===== src/rtl/mmio_pkg.sv =====
package mmio_pkg;
    typedef enum logic [1:0] {
        TX_IDLE,
        TX_START,
        TX_DATA,
        TX_STOP
    } tx_state_e;
endpackage


===== src/rtl/baud_counter.sv =====
module baud_counter #(
    parameter int DIV = 1085
) (
    input  logic clk,
    input  logic rst_n,
    input  logic clr,
    output logic tick
);
    localparam int CW = (DIV > 1) ? $clog2(DIV) : 1;

    logic [CW-1:0] cnt;

    assign tick = (cnt == CW'(DIV - 1));

    always_ff @(posedge clk) begin
        if (!rst_n) begin
            cnt <= '0;
        end else if (clr || tick) begin
            cnt <= '0;
        end else begin
            cnt <= cnt + 1'b1;
        end
    end

    // a tick is always followed by a full period without a tick
    p_tick_spacing_r6: assert property (@(posedge clk) disable iff (!rst_n)
        tick |=> !tick);
endmodule


===== src/rtl/uart_tx_fsm.sv =====
module uart_tx_fsm
    import mmio_pkg::*;
#(
    parameter int DIV = 1085
) (
    input  logic       clk,
    input  logic       rst_n,
    input  logic       start,
    input  logic [7:0] data,
    output logic       txd,
    output logic       ready
);
    tx_state_e  state, state_nx;
    logic [7:0] shreg;
    logic [2:0] idx;
    logic       tick;

    baud_counter #(.DIV(DIV)) u_baud (
        .clk  (clk),
        .rst_n(rst_n),
        .clr  (state == TX_IDLE),
        .tick (tick)
    );

    // state register
    always_ff @(posedge clk) begin
        if (!rst_n) state <= TX_IDLE;
        else        state <= state_nx;
    end

    // transitions: accept, start_done, byte_done, stop_done
    always_comb begin
        state_nx = state;
        unique case (state)
            TX_IDLE:  if (start) state_nx = TX_START;
            TX_START: if (tick)  state_nx = TX_DATA;
            TX_DATA:  if (tick && idx == 3'd7) state_nx = TX_STOP;
            TX_STOP:  if (tick)  state_nx = TX_IDLE;
            default:  state_nx = TX_IDLE;
        endcase
    end

    // shift register and bit index
    always_ff @(posedge clk) begin
        if (!rst_n) begin
            shreg <= '0;
            idx   <= '0;
        end else if (state == TX_IDLE && start) begin
            shreg <= data;
            idx   <= '0;
        end else if (state == TX_DATA && tick) begin
            shreg <= {1'b0, shreg[7:1]};
            idx   <= idx + 1'b1;
        end
    end

    // outputs
    always_comb begin
        txd   = 1'b1;
        ready = 1'b0;
        unique case (state)
            TX_IDLE:  ready = 1'b1;
            TX_START: txd   = 1'b0;
            TX_DATA:  txd   = shreg[0];
            TX_STOP:  txd   = 1'b1;
            default:  txd   = 1'b1;
        endcase
    end

    // an accepted start leaves idle at the next edge
    p_accept_r7: assert property (@(posedge clk) disable iff (!rst_n)
        (start && ready) |=> (!ready && !txd));

    // end of stop bit brings ready back
    p_stop_done_r7: assert property (@(posedge clk) disable iff (!rst_n)
        (state == TX_STOP && tick) |=> ready);

    // within a bit period state and line hold
    p_hold_bit_r6: assert property (@(posedge clk) disable iff (!rst_n)
        (state != TX_IDLE && !tick) |=> (state == $past(state) && txd == $past(txd)));

    // idle line is high
    p_idle_high_r5: assert property (@(posedge clk) disable iff (!rst_n)
        ready |-> txd);
endmodule


===== src/rtl/mmio_bus.sv =====
module mmio_bus #(
    parameter int              ADDR_W    = 32,
    parameter int              WD_W      = 8,
    parameter int              RD_W      = 32,
    parameter int              LED_W     = 4,
    parameter logic [ADDR_W-1:0] TX_ADDR   = 32'h1000_0000,
    parameter logic [ADDR_W-1:0] STAT_ADDR = 32'h1000_0004,
    parameter logic [ADDR_W-1:0] LED_ADDR  = 32'h2000_0000
) (
    input  logic              clk,
    input  logic              rst_n,
    input  logic              req_valid,
    input  logic              req_we,
    input  logic [ADDR_W-1:0] req_addr,
    input  logic [WD_W-1:0]   req_wdata,
    input  logic              tx_ready,
    output logic              tx_start,
    output logic [7:0]        tx_byte,
    output logic [LED_W-1:0]  led,
    output logic [RD_W-1:0]   rd_data
);
    logic              q_valid;
    logic              q_we;
    logic [ADDR_W-1:0] q_addr;
    logic [WD_W-1:0]   q_wdata;
    logic              wr_tx, wr_led, rd_stat;

    // request register
    always_ff @(posedge clk) begin
        if (!rst_n) begin
            q_valid <= 1'b0;
            q_we    <= 1'b0;
            q_addr  <= '0;
            q_wdata <= '0;
        end else begin
            q_valid <= req_valid;
            q_we    <= req_we;
            q_addr  <= req_addr;
            q_wdata <= req_wdata;
        end
    end

    assign wr_tx   = q_valid &&  q_we && (q_addr == TX_ADDR);
    assign wr_led  = q_valid &&  q_we && (q_addr == LED_ADDR);
    assign rd_stat = q_valid && !q_we && (q_addr == STAT_ADDR);

    assign tx_start = wr_tx && tx_ready;
    assign tx_byte  = q_wdata[7:0];

    always_ff @(posedge clk) begin
        if (!rst_n)      led <= '0;
        else if (wr_led) led <= q_wdata[LED_W-1:0];
    end

    always_comb begin
        rd_data = '0;
        if (rd_stat) rd_data[0] = tx_ready;
    end

    // LEDs move only on a latched LED write
    p_led_hold_r3: assert property (@(posedge clk) disable iff (!rst_n)
        !wr_led |=> $stable(led));

    // no latched read means a zero data bus
    p_rdata_idle_r2: assert property (@(posedge clk) disable iff (!rst_n)
        (!q_valid || q_we) |-> (rd_data == '0));
endmodule


===== src/rtl/mmio_periph.sv =====
module mmio_periph #(
    parameter int CLK_HZ = 125_000_000,
    parameter int BAUD   = 115_200
) (
    input  logic        clk,
    input  logic        rst_n,
    input  logic        req_valid,
    input  logic        req_we,
    input  logic [31:0] req_addr,
    input  logic [7:0]  req_wdata,
    output logic [31:0] rd_data,
    output logic        uart_txd,
    output logic [3:0]  led
);
    localparam int DIV = CLK_HZ / BAUD;

    logic       tx_start, tx_ready;
    logic [7:0] tx_byte;

    mmio_bus #(
        .ADDR_W(32), .WD_W(8), .RD_W(32), .LED_W(4),
        .TX_ADDR(32'h1000_0000), .STAT_ADDR(32'h1000_0004), .LED_ADDR(32'h2000_0000)
    ) u_bus (
        .clk      (clk),
        .rst_n    (rst_n),
        .req_valid(req_valid),
        .req_we   (req_we),
        .req_addr (req_addr),
        .req_wdata(req_wdata),
        .tx_ready (tx_ready),
        .tx_start (tx_start),
        .tx_byte  (tx_byte),
        .led      (led),
        .rd_data  (rd_data)
    );

    uart_tx_fsm #(.DIV(DIV)) u_tx (
        .clk  (clk),
        .rst_n(rst_n),
        .start(tx_start),
        .data (tx_byte),
        .txd  (uart_txd),
        .ready(tx_ready)
    );

    // a start never reaches a busy transmitter
    p_no_overrun_r8: assert property (@(posedge clk) disable iff (!rst_n)
        tx_start |-> $past(uart_txd));
endmodule


===== config.mk =====
export PLATFORM = sky130hd
export DESIGN_NAME = mmio_periph
export DESIGN_NICKNAME = d
export VERILOG_FILES = /design/src/rtl/mmio_pkg.sv /design/src/rtl/baud_counter.sv /design/src/rtl/uart_tx_fsm.sv /design/src/rtl/mmio_bus.sv /design/src/rtl/mmio_periph.sv
export SDC_FILE = /design/constraint.sdc
export NUM_CORES = 1
export LEC_CHECK = 0
export BUFFER_PORTS_ARGS = -buffer_cell sky130_fd_sc_hd__buf_2
export CORE_ASPECT_RATIO = 1.2
export CORE_MARGIN = 2
export CORE_UTILIZATION = 40
export CTS_BUF_LIST = sky130_fd_sc_hd__clkbuf_2 sky130_fd_sc_hd__clkbuf_4 sky130_fd_sc_hd__clkbuf_8
export CTS_CLUSTER_DIAMETER = 200
export CTS_CLUSTER_SIZE = 24
export DETAILED_ROUTE_END_ITERATION = 10
export SLEW_MARGIN = 10
export SYNTH_ARGS = -nofsm -noshare
export SYNTH_HDL_FRONTEND = slang
export SYNTH_SLANG_ARGS = --single-unit

===== constraint.sdc =====
create_clock -name clk -period 1.98 [get_ports clk]
set_input_delay 0.297 -clock clk [delete_from_list [all_inputs] [get_ports clk]]
set_output_delay 0.297 -clock clk [all_outputs]
set_load 0.02 [all_outputs]

### Yosys cells after proc, flatten, opt, wreduce, memory -nomap -nowiden

Index checks and enable logic that the tools add are counted.

| storage, ports and cells | value |
|---|---|
| logic and storage cells | 50 |
| memories kept | 0 |
| output and inout bits | 37 |
| RAM bits | 0 |
| ROM bits | 0 |
| bits of input ports | 44 |
| latch bits | 0 |
| register bits after elaboration | 70 |

| operators by class | value |
|---|---|
| bitwise gates (word level) | 1 |
| reduce and logical (&&, ||, !) cells | 16 |
| equality and inequality tests | 12 |
| mux-type cells | 10 |
| div/mod/pow operators | 0 |
| multiply operators | 0 |
| shift-type cells | 0 |
| magnitude comparators | 0 |
| add/subtract/negate cells | 2 |

Operators with widths:

| cell | count |
|---|---|
| $eq 32x29->1 const B | 2 |
| $eq 32x30->1 const B | 1 |
| $mux 8 | 2 |
| $add 11x1->11 const B | 1 |
| $eq 11x11->1 const B | 1 |
| $logic_and 1x1->1 | 9 |
| $mux 2 | 4 |
| $ne 2x1->1 const B | 4 |
| $pmux 2 s4 | 1 |
| $eq 2x2->1 const B | 2 |
| $reduce_and 4->1 | 1 |
| $reduce_or 2->1 | 2 |
| $add 3x1->3 const B | 1 |
| $eq 3x3->1 const B | 1 |
| $eq 2x1->1 const B | 1 |
| $logic_not 2->1 | 1 |
| $mux 1 | 2 |
| $pmux 1 s2 | 1 |
| $reduce_bool 2->1 | 1 |
| $logic_not 1->1 | 1 |
| $logic_or 1x1->1 | 1 |
| $not 1->1 | 1 |

### Depth between registers and ports, before layout

Gate-level depths: netlist (run 1).

| logic depth | value |
|---|---|
| word-level depth | 5 |
| depth in mapped cells | 8 |
| mapped depth without buffers | 7 |

### By module

From an unflattened synthesis (run 1), not the netlist that was laid out.

| second synthesis, totals | value |
|---|---|
| cells, all modules | 301 |
| area total of the unflattened synthesis | 2940.3 um^2 |

Modules (own cells, without submodules):

| module | area an instance (um^2) | sequential area each (um^2) | times used | cells an instance |
|---|---|---|---|---|
| mmio_bus | 1667.8 | 920.9 | 1 | 154 |
| uart_tx_fsm | 705.7 | 260.2 | 1 | 80 |
| baud_counter | 566.8 | 220.2 | 1 | 67 |

### Worst setup path before layout (run 1)

Ideal clock, no wire load.

| timing path | value |
|---|---|
| path kind | register -> register |
| from | register u_bus.q_addr[19] |
| to | register u_tx.shreg[2] |
| setup slack | 166 ps |
| cell stages (with the launch flop) | 8 |
| clock period less this slack | 1814 ps |
| data arrival time | 1692 ps |
| required time | 1858 ps |
| library setup time | 122 ps |
| buffers on the path | 2 |
| cell sequence | dfxtp_1 nor4_2 nand4_2 or4_1 buf_2 buf_6 o21ai_2 a31oi_1 |

| on the way | value |
|---|---|
| longest elaborated chain between the ends | 5 |
| elaborated cells between the ends (all ways) | 6 |
| classes of those cells | eq/ne: 1; mux: 1; reduce/logical: 4 |

Ends and longest elaborated chain:

| item | RTL line | text |
|---|---|---|
| start: declaration | mmio_bus.sv:24 | `logic [ADDR_W-1:0] q_addr;` |
| start signal: assignment | mmio_bus.sv:38 | `q_addr <= req_addr;` |
| $eq 32x29->1 (*) | mmio_bus.sv:43 | `assign wr_tx = q_valid && q_we && (q_addr == TX_ADDR);` |
| $logic_and 1x1->1 (*) | mmio_bus.sv:43 |  |
| $logic_and 1x1->1 (*) | mmio_bus.sv:47 | `assign tx_start = wr_tx && tx_ready;` |
| $logic_and 1x1->1 (*) | uart_tx_fsm.sv:48 | `end else if (state == TX_IDLE && start) begin` |
| $mux 8 / $reduce_bool 2->1 (equally long branches) | - |  |
| end signal: assignment | uart_tx_fsm.sv:49 | `shreg <= data;` |
| end signal: assignment | uart_tx_fsm.sv:52 | `shreg <= {1'b0, shreg[7:1]};` |
| end: declaration | uart_tx_fsm.sv:14 | `logic [7:0] shreg;` |

Mark *: on every way between the ends. The rest lies on a longest branch, timed or not.
A chain may end at the register's enable or synchronous reset.

### Worst setup path in the final report (run 1)

| timing path | value |
|---|---|
| from | register u_bus.q_addr[22] |
| to | register u_tx.shreg[3] |

Same word-level chain as after synthesis.

==> results of run 1 <==
## layout by cell type, fill, tap and decap left out, drive strengths merged, types with 4 or more instances in the layout
| master | n |
|---|---|
| a31oi | 7 |
| xor2 | 7 |
| buf | 62 |
| inv | 7 |
| mux2i | 5 |
| clkbuf | 10 |
| nor2 | 21 |
| nor4 | 9 |
| ha | 8 |
| o21ai | 7 |
| nand2 | 25 |
| and2 | 42 |
| conb | 31 |
| dfxtp | 70 |
| a21oi | 4 |
| nand3 | 8 |
## repair_timing
action / 4_1_cts / 5_1_grt
setup buffers: 2 / 2
gates cloned: 0 / 1
pin swaps: 4 / 5
gates resized for setup: 9 / 15
endpoints found under the setup margin: 1 / 16
## power by group through the flow
stage | logic (uW) | registers [uW] | clock network (uW)
3_5_place_dp | 171 | 1510 | 0
4_1_cts | 175 | 1480 | 990
6_report | 177 | 1480 | 960
3_3_place_gp | 169 | 1510 | 0
2_1_floorplan | 165 | 1500 | 0
5_1_grt | 201 | 1480 | 1050
## per-stage QoR
| step | power, uW | hold WS [ns] | setup TNS (ns) | area [sq um] | util |
|---|---|---|---|---|---|
| floorplan | 1670 | 0.422 | 0 | 2920 | - |
| global placement | 1680 | 0.429 | 0 | 3060 | 0.449 |
| detailed placement | 1680 | 0.443 | 0 | 3060 | 0.449 |
| CTS | 2640 | 0.142 | -0.0258 | 3270 | 0.480 |
| global route | 2730 | 0.147 | -0.668 | 3330 | 0.489 |
| finish | 2610 | 0.155 | 0 | 3330 | 0.489 |
## registers in the layout, summed over array words and instances (netlist names)
signal and cells:
u_bus.led 4, u_bus.q_addr 32, u_bus.q_valid 1, u_bus.q_we 1, u_bus.tx_byte 8, u_tx.idx 3, u_tx.shreg 8, u_tx.state 2
u_tx.u_baud.cnt 11
## worst paths after layout
kind                                    start                     endpoint  slack [ns]  depth (start not counted)
hold reg to reg   u_bus.tx_byte[7]$_SDFF_PN0_   u_tx.shreg[7]$_SDFFE_PN0P_        0.45                          2
setup reg to reg  u_bus.q_addr[22]$_SDFF_PN0_   u_tx.shreg[3]$_SDFFE_PN0P_        0.02                          7
setup / recovery  u_bus.q_addr[22]$_SDFF_PN0_   u_tx.shreg[3]$_SDFFE_PN0P_        0.02                          7
hold / removal                   req_addr[22]  u_bus.q_addr[22]$_SDFF_PN0_        0.15                          2
## Yosys cell counts (all sizes together), types with 4 or more instances
cell type  instances  area [sq um]
xor2               7          61.3
nor2              21          78.8
nand2             25          96.4
a21oi              4          20.0
o21ai              7          38.8
inv                7          26.3
a31oi              7          43.8
nand3              8          45.0
buf               33           249
ha                 8           100
and2              42           263
nor4               9           114
clkbuf             8          30.0
mux2i              5          50.1
dfxtp             70          1400
## logic make-up (layout without fill, tap and decap cells)
logic type               Yosys count  in the layout
AO/OA/AOI/OAI                     22             22
XOR/XNOR                          10             10
adder cells (fa/ha/maj)            8              8
buffers and inverters             48             83
flip-flops                        70             70
multiplexers                       5              5
other                              1             31
AND/OR/NAND/NOR                  120            120
## layer usage
layer,global-route usage,up-vias,routed length (um)
li1,-,996,-
met1,0.150,835,2010
met2,0.213,60,2170
met3,0.0478,9,273
met4,0.0763,0,113
met5,0,-,0
## area by class of cell
cell class,count,share of cell area
timing repair buffer,62,0.108
sequential,70,0.421
inverter,7,0.00789
clock inverter,4,0.00751
tap,87,0.0327
clock buffer,10,0.0413
multi-input combinational,196,0.381
## critical path, stage by stage (launching register included)
cell and delay (ns):
dfxtp_2 0.33, nor4_4 0.29, nand4_2 0.17, buf_4 0.17, or4_4 0.52, buf_6 0.16
o21ai_1 0.14, a31oi_1 0.05
==> flow_summary.toml, run 1 <==
[floorplanning]
start_util = 0.413
fp.dieH_um = 95.8
die_x_um = 80.5
ios = 81
core-area_sq_um = 6810
dieArea_sq_um = 7720
rows = 33

[synth]
yosys_warnings = 0
seq_area_frac_synth = 0.498
muxShareOfSynthArea = 0.0178
synth_seq_cells = 70
synth_top_family_by_area = "simple AND/OR/NAND/NOR gates"
async_reset_ff_frac = 0
syn-mean-instance-area_sq_um = 9.90
synthDistinctLibCells = 38
synthAdderAreaFrac = 0.0356
synth-simple-area-share = 0.259
synth_xor_area_frac = 0.0312
synthCells = 284
synth_compound_area_frac = 0.0481
synth_edf_count = 0
synth_area_sq_um = 2810
yosys_most_used_dff = "dfxtp_1"

[clocking]
cts_max_path_buffers = 2
cts_tree = "built"
cts_buffers = 9
clk_latency_ns = 0.34
clk_pin_slew_worst_paths_ns = 0.07
cts-root-buf = "clkbuf_8"
htreeDepth = 3
clock_sinks = 70
postCtsHoldBufs = 0

[final_layout]
nFillCells = 671
layout-drive-gt1-share = 0.275
multi_input_area_sq_um = 1270
n_antenna_cell = 0
num-nets-final = 398
register_area_sq_um = 1400
areaGrowthSynthToFinish_pct = 18.5
fin_cells = 436

[global_route]
grt_pass1_wl_um = 7660
grtUsageTotal = 0.132
grt_start_max_net_pins = 38
gr-total-overflow = 0
grt_pass1_vias = 1794
antenna_found_initial = 0

[placed_design]
io_buffers = 49
gp_congestion = 0.758
place_worst_setup_slack_ns = 0.0596
hpwl_um = 3290
dp.cells = 417

[detailed_routing]
drc = 0
first_iter_violations = 42
ant_nets = 0
wirelength_um = 4560
drtPass1Iterations = 4
vias = 1900
avgViaCountPerCell = 4.36
wl_per_cell_um = 10.5

[timing]
maxSlewViolCount = 0
setup_viol = 0
hold_viol_final = 0
setup_slack_ns = 0.0219
skew_ns = 0.00838
rsz0062_at_grt = "true"
post-route-period-util = 0.989
fmax_mhz = 511
layout_min_cycle_time_ns = 1.96

[power_and_ir_drop]
vdd_ir_drop_max_uv = 419
combPwrFrac = 0.068
sw_frac_of_total = 0.236
power_frac_seq = 0.565
p_per_area_nw_per_um2 = 785
switchingPower_uw = 617
leakagePower_uw = 0.00142
clockPowerShare = 0.367
power.internal_uw = 2000

[critical_path]
critPathLaunchType = "flip-flop"
crit_path_max_fanout = 8
path_class = "flip-flop to flip-flop"
cp.arrival_ns = 2.18
crit_required_ns = 2.21
crit_path_end_kind = "flip-flop"

[run_status]
status = "finished clean"

[run]
cap_violations = 0

[hold_path]
min_path_type = "input pin to flip-flop"
Note: power is estimated with default switching activity, not from simulation.
==> inputs of run 2 (changes only) <==
REMOVE_ABC_BUFFERS = 1   (was not set)
==> run 2 against run 1 <==
  * Worst setup slack improved by 0.015 ns
  * Worst hold slack better by 0.0090 ns
  * Critical path depth stayed put
  * Total power rose by 9.2%
  * Register-to-register slack better by 0.02 ns
  * Core utilization decreased by 0.42 points
  * Design area is 0.86% lower
  * Sequential cell count stayed put
  * Routed wire length fell by 2.7%
  * Critical path type unchanged
  * Critical endpoint is now u_tx.state[0]$_SDFFE_PN0P_
  * Largest cell class unchanged
==> flow_summary.toml, run 2 (synthesis results as in run 1) <==
[placed_design]
place_worst_setup_slack_ns = 0.0623
gp_congestion = 0.722
io_buffers = 49
dp.cells = 415
hpwl_um = 3230

[clocking]
clk_latency_ns = 0.33
htreeDepth = 3
postCtsHoldBufs = 0
cts_tree = "built"
clock_sinks = 70
cts_max_path_buffers = 2
cts-root-buf = "clkbuf_8"
clk_pin_slew_worst_paths_ns = 0.08
cts_buffers = 9

[critical_path]
cp.arrival_ns = 2.19
crit_path_end_kind = "flip-flop"
reg2reg_slack_ns = 0.04
cp_slowest_stage_delay_ns = 0.33
crit_chain = "nor4_4, nand4_2, buf_6, buf_4, o31ai_1, o2111ai_1, a221oi_2"
worstReg2RegEnd = "u_tx.state[0]$_SDFFE_PN0P_"
crit_path_start = "u_bus.q_addr[21]$_SDFF_PN0_"
crit_path_max_fanout = 3
worstSetupPathDepth = 7
r2r_start = "u_bus.q_addr[21]$_SDFF_PN0_"
crit_required_ns = 2.23
cp_slowest_cell = "dfxtp_2"
worst_r2r_path_depth = 7
path_class = "flip-flop to flip-flop"
critPathBufInv = 2
critPathLaunchType = "flip-flop"
cp_top_family = "compound AO/OA/AOI/OAI gates"

[global_route]
grtUsageTotal = 0.124
grt_start_max_net_pins = 37
gr-total-overflow = 0
grt_pass1_vias = 1752
antenna_found_initial = 0
grt_pass1_wl_um = 7300

[run_status]
status = "finished clean"

[run]
cap_violations = 0

[floorplanning]
core-area_sq_um = 6810
ios = 81
rows = 33
fp.dieH_um = 95.8
die_x_um = 80.5
dieArea_sq_um = 7720
start_util = 0.413

[final_layout]
layout_commonest_cell = "dfxtp_1"
fin_cells = 433
layout_common_cells = "dfxtp_1 (68), buf_2 (49), and2_1 (42), conb_1 (31), nand2_1 (24)"
multi_input_area_sq_um = 1230
top_regs = "u_bus.q_addr: 32 flops, u_tx.u_baud.cnt: 11 flops"
areaGrowthSynthToFinish_pct = 17.5
top_register = "u_bus.q_addr"
nFillCells = 674
layout-drive-gt1-share = 0.251
n_antenna_cell = 0
register_area_sq_um = 1400
largest_reg_flops = 32
num-nets-final = 394

[detailed_routing]
avgViaCountPerCell = 4.35
drc = 0
first_iter_violations = 55
wirelength_um = 4440
ant_nets = 0
drtPass1Iterations = 4
vias = 1882
wl_per_cell_um = 10.3

[hold_path]
min_path_type = "input pin to flip-flop"
min-delay-start = "req_addr[16]"
min_to = "u_bus.q_addr[16]$_SDFF_PN0_"
whs_path_depth = 2

[timing]
skew_ns = 0.0100
hold_viol_final = 0
setup_slack_ns = 0.0371
setup_viol = 0
rsz0062_at_grt = "true"
maxSlewViolCount = 0
fmax_mhz = 515
post-route-period-util = 0.981
layout_min_cycle_time_ns = 1.94

[power_and_ir_drop]
power.internal_uw = 2230
switchingPower_uw = 626
clockPowerShare = 0.423
vdd_ir_drop_max_uv = 648
p_per_area_nw_per_um2 = 864
leakagePower_uw = 0.00141
sw_frac_of_total = 0.219
power_frac_seq = 0.517
combPwrFrac = 0.060
## run 2: power by group through the flow
stage	combinational, uW	sequential [uW]	clock, uW
6_report	172	1480	1210
5_1_grt	193	1480	1300
4_1_cts	169	1470	1230
3_5_place_dp	168	1510	0
3_3_place_gp	167	1510	0
2_1_floorplan	108	1500	0
## run 2: layout make-up
cell class	count	share of cell area
sequential	70	0.425
multi-input combinational	196	0.373
timing repair buffer	58	0.0970
clock buffer	9	0.0375
tap	87	0.0330
clock inverter	6	0.0265
inverter	7	0.00795
## run 2: what timing repair did
action	CTS	global route
setup buffers	1	2
resized for setup	3	5
endpoints found under the setup margin	2	13
pin swaps	4	4
## run 2: worst max path at each step
stage / slack (ns) / endpoint
6_report: 0.04 / u_tx.state[0]$_SDFFE_PN0P_
5_1_grt: -0.09 / u_tx.state[0]$_SDFFE_PN0P_
2_1_floorplan: 0.07 / u_tx.shreg[0]$_SDFFE_PN0P_
3_5_place_dp: 0.06 / u_tx.shreg[5]$_SDFFE_PN0P_
3_3_place_gp: 0.12 / u_tx.shreg[5]$_SDFFE_PN0P_
4_1_cts: 0.02 / u_bus.led[0]$_SDFFE_PN0P_
## run 2: stage by stage
step / total power (uW) / utilization / hold slack (ns) / area (sq um) / TNS (ns)
detailed placement: 1670 / 0.447 / 0.435 / 3040 / 0
global placement: 1670 / 0.447 / 0.433 / 3040 / 0
floorplan: 1610 / - / 0.408 / 2650 / 0
finish: 2850 / 0.485 / 0.164 / 3300 / 0
global route: 2970 / 0.485 / 0.146 / 3300 / -0.232
CTS: 2880 / 0.480 / 0.149 / 3270 / 0
## run 2: metal layers
metal  share of wire  up-vias  global-route usage
met1            0.44      833               0.140
met5               0        -                   0
met3           0.062        9              0.0497
met2            0.48       48               0.201
li1                -      992                   -
met4           0.020        0              0.0636
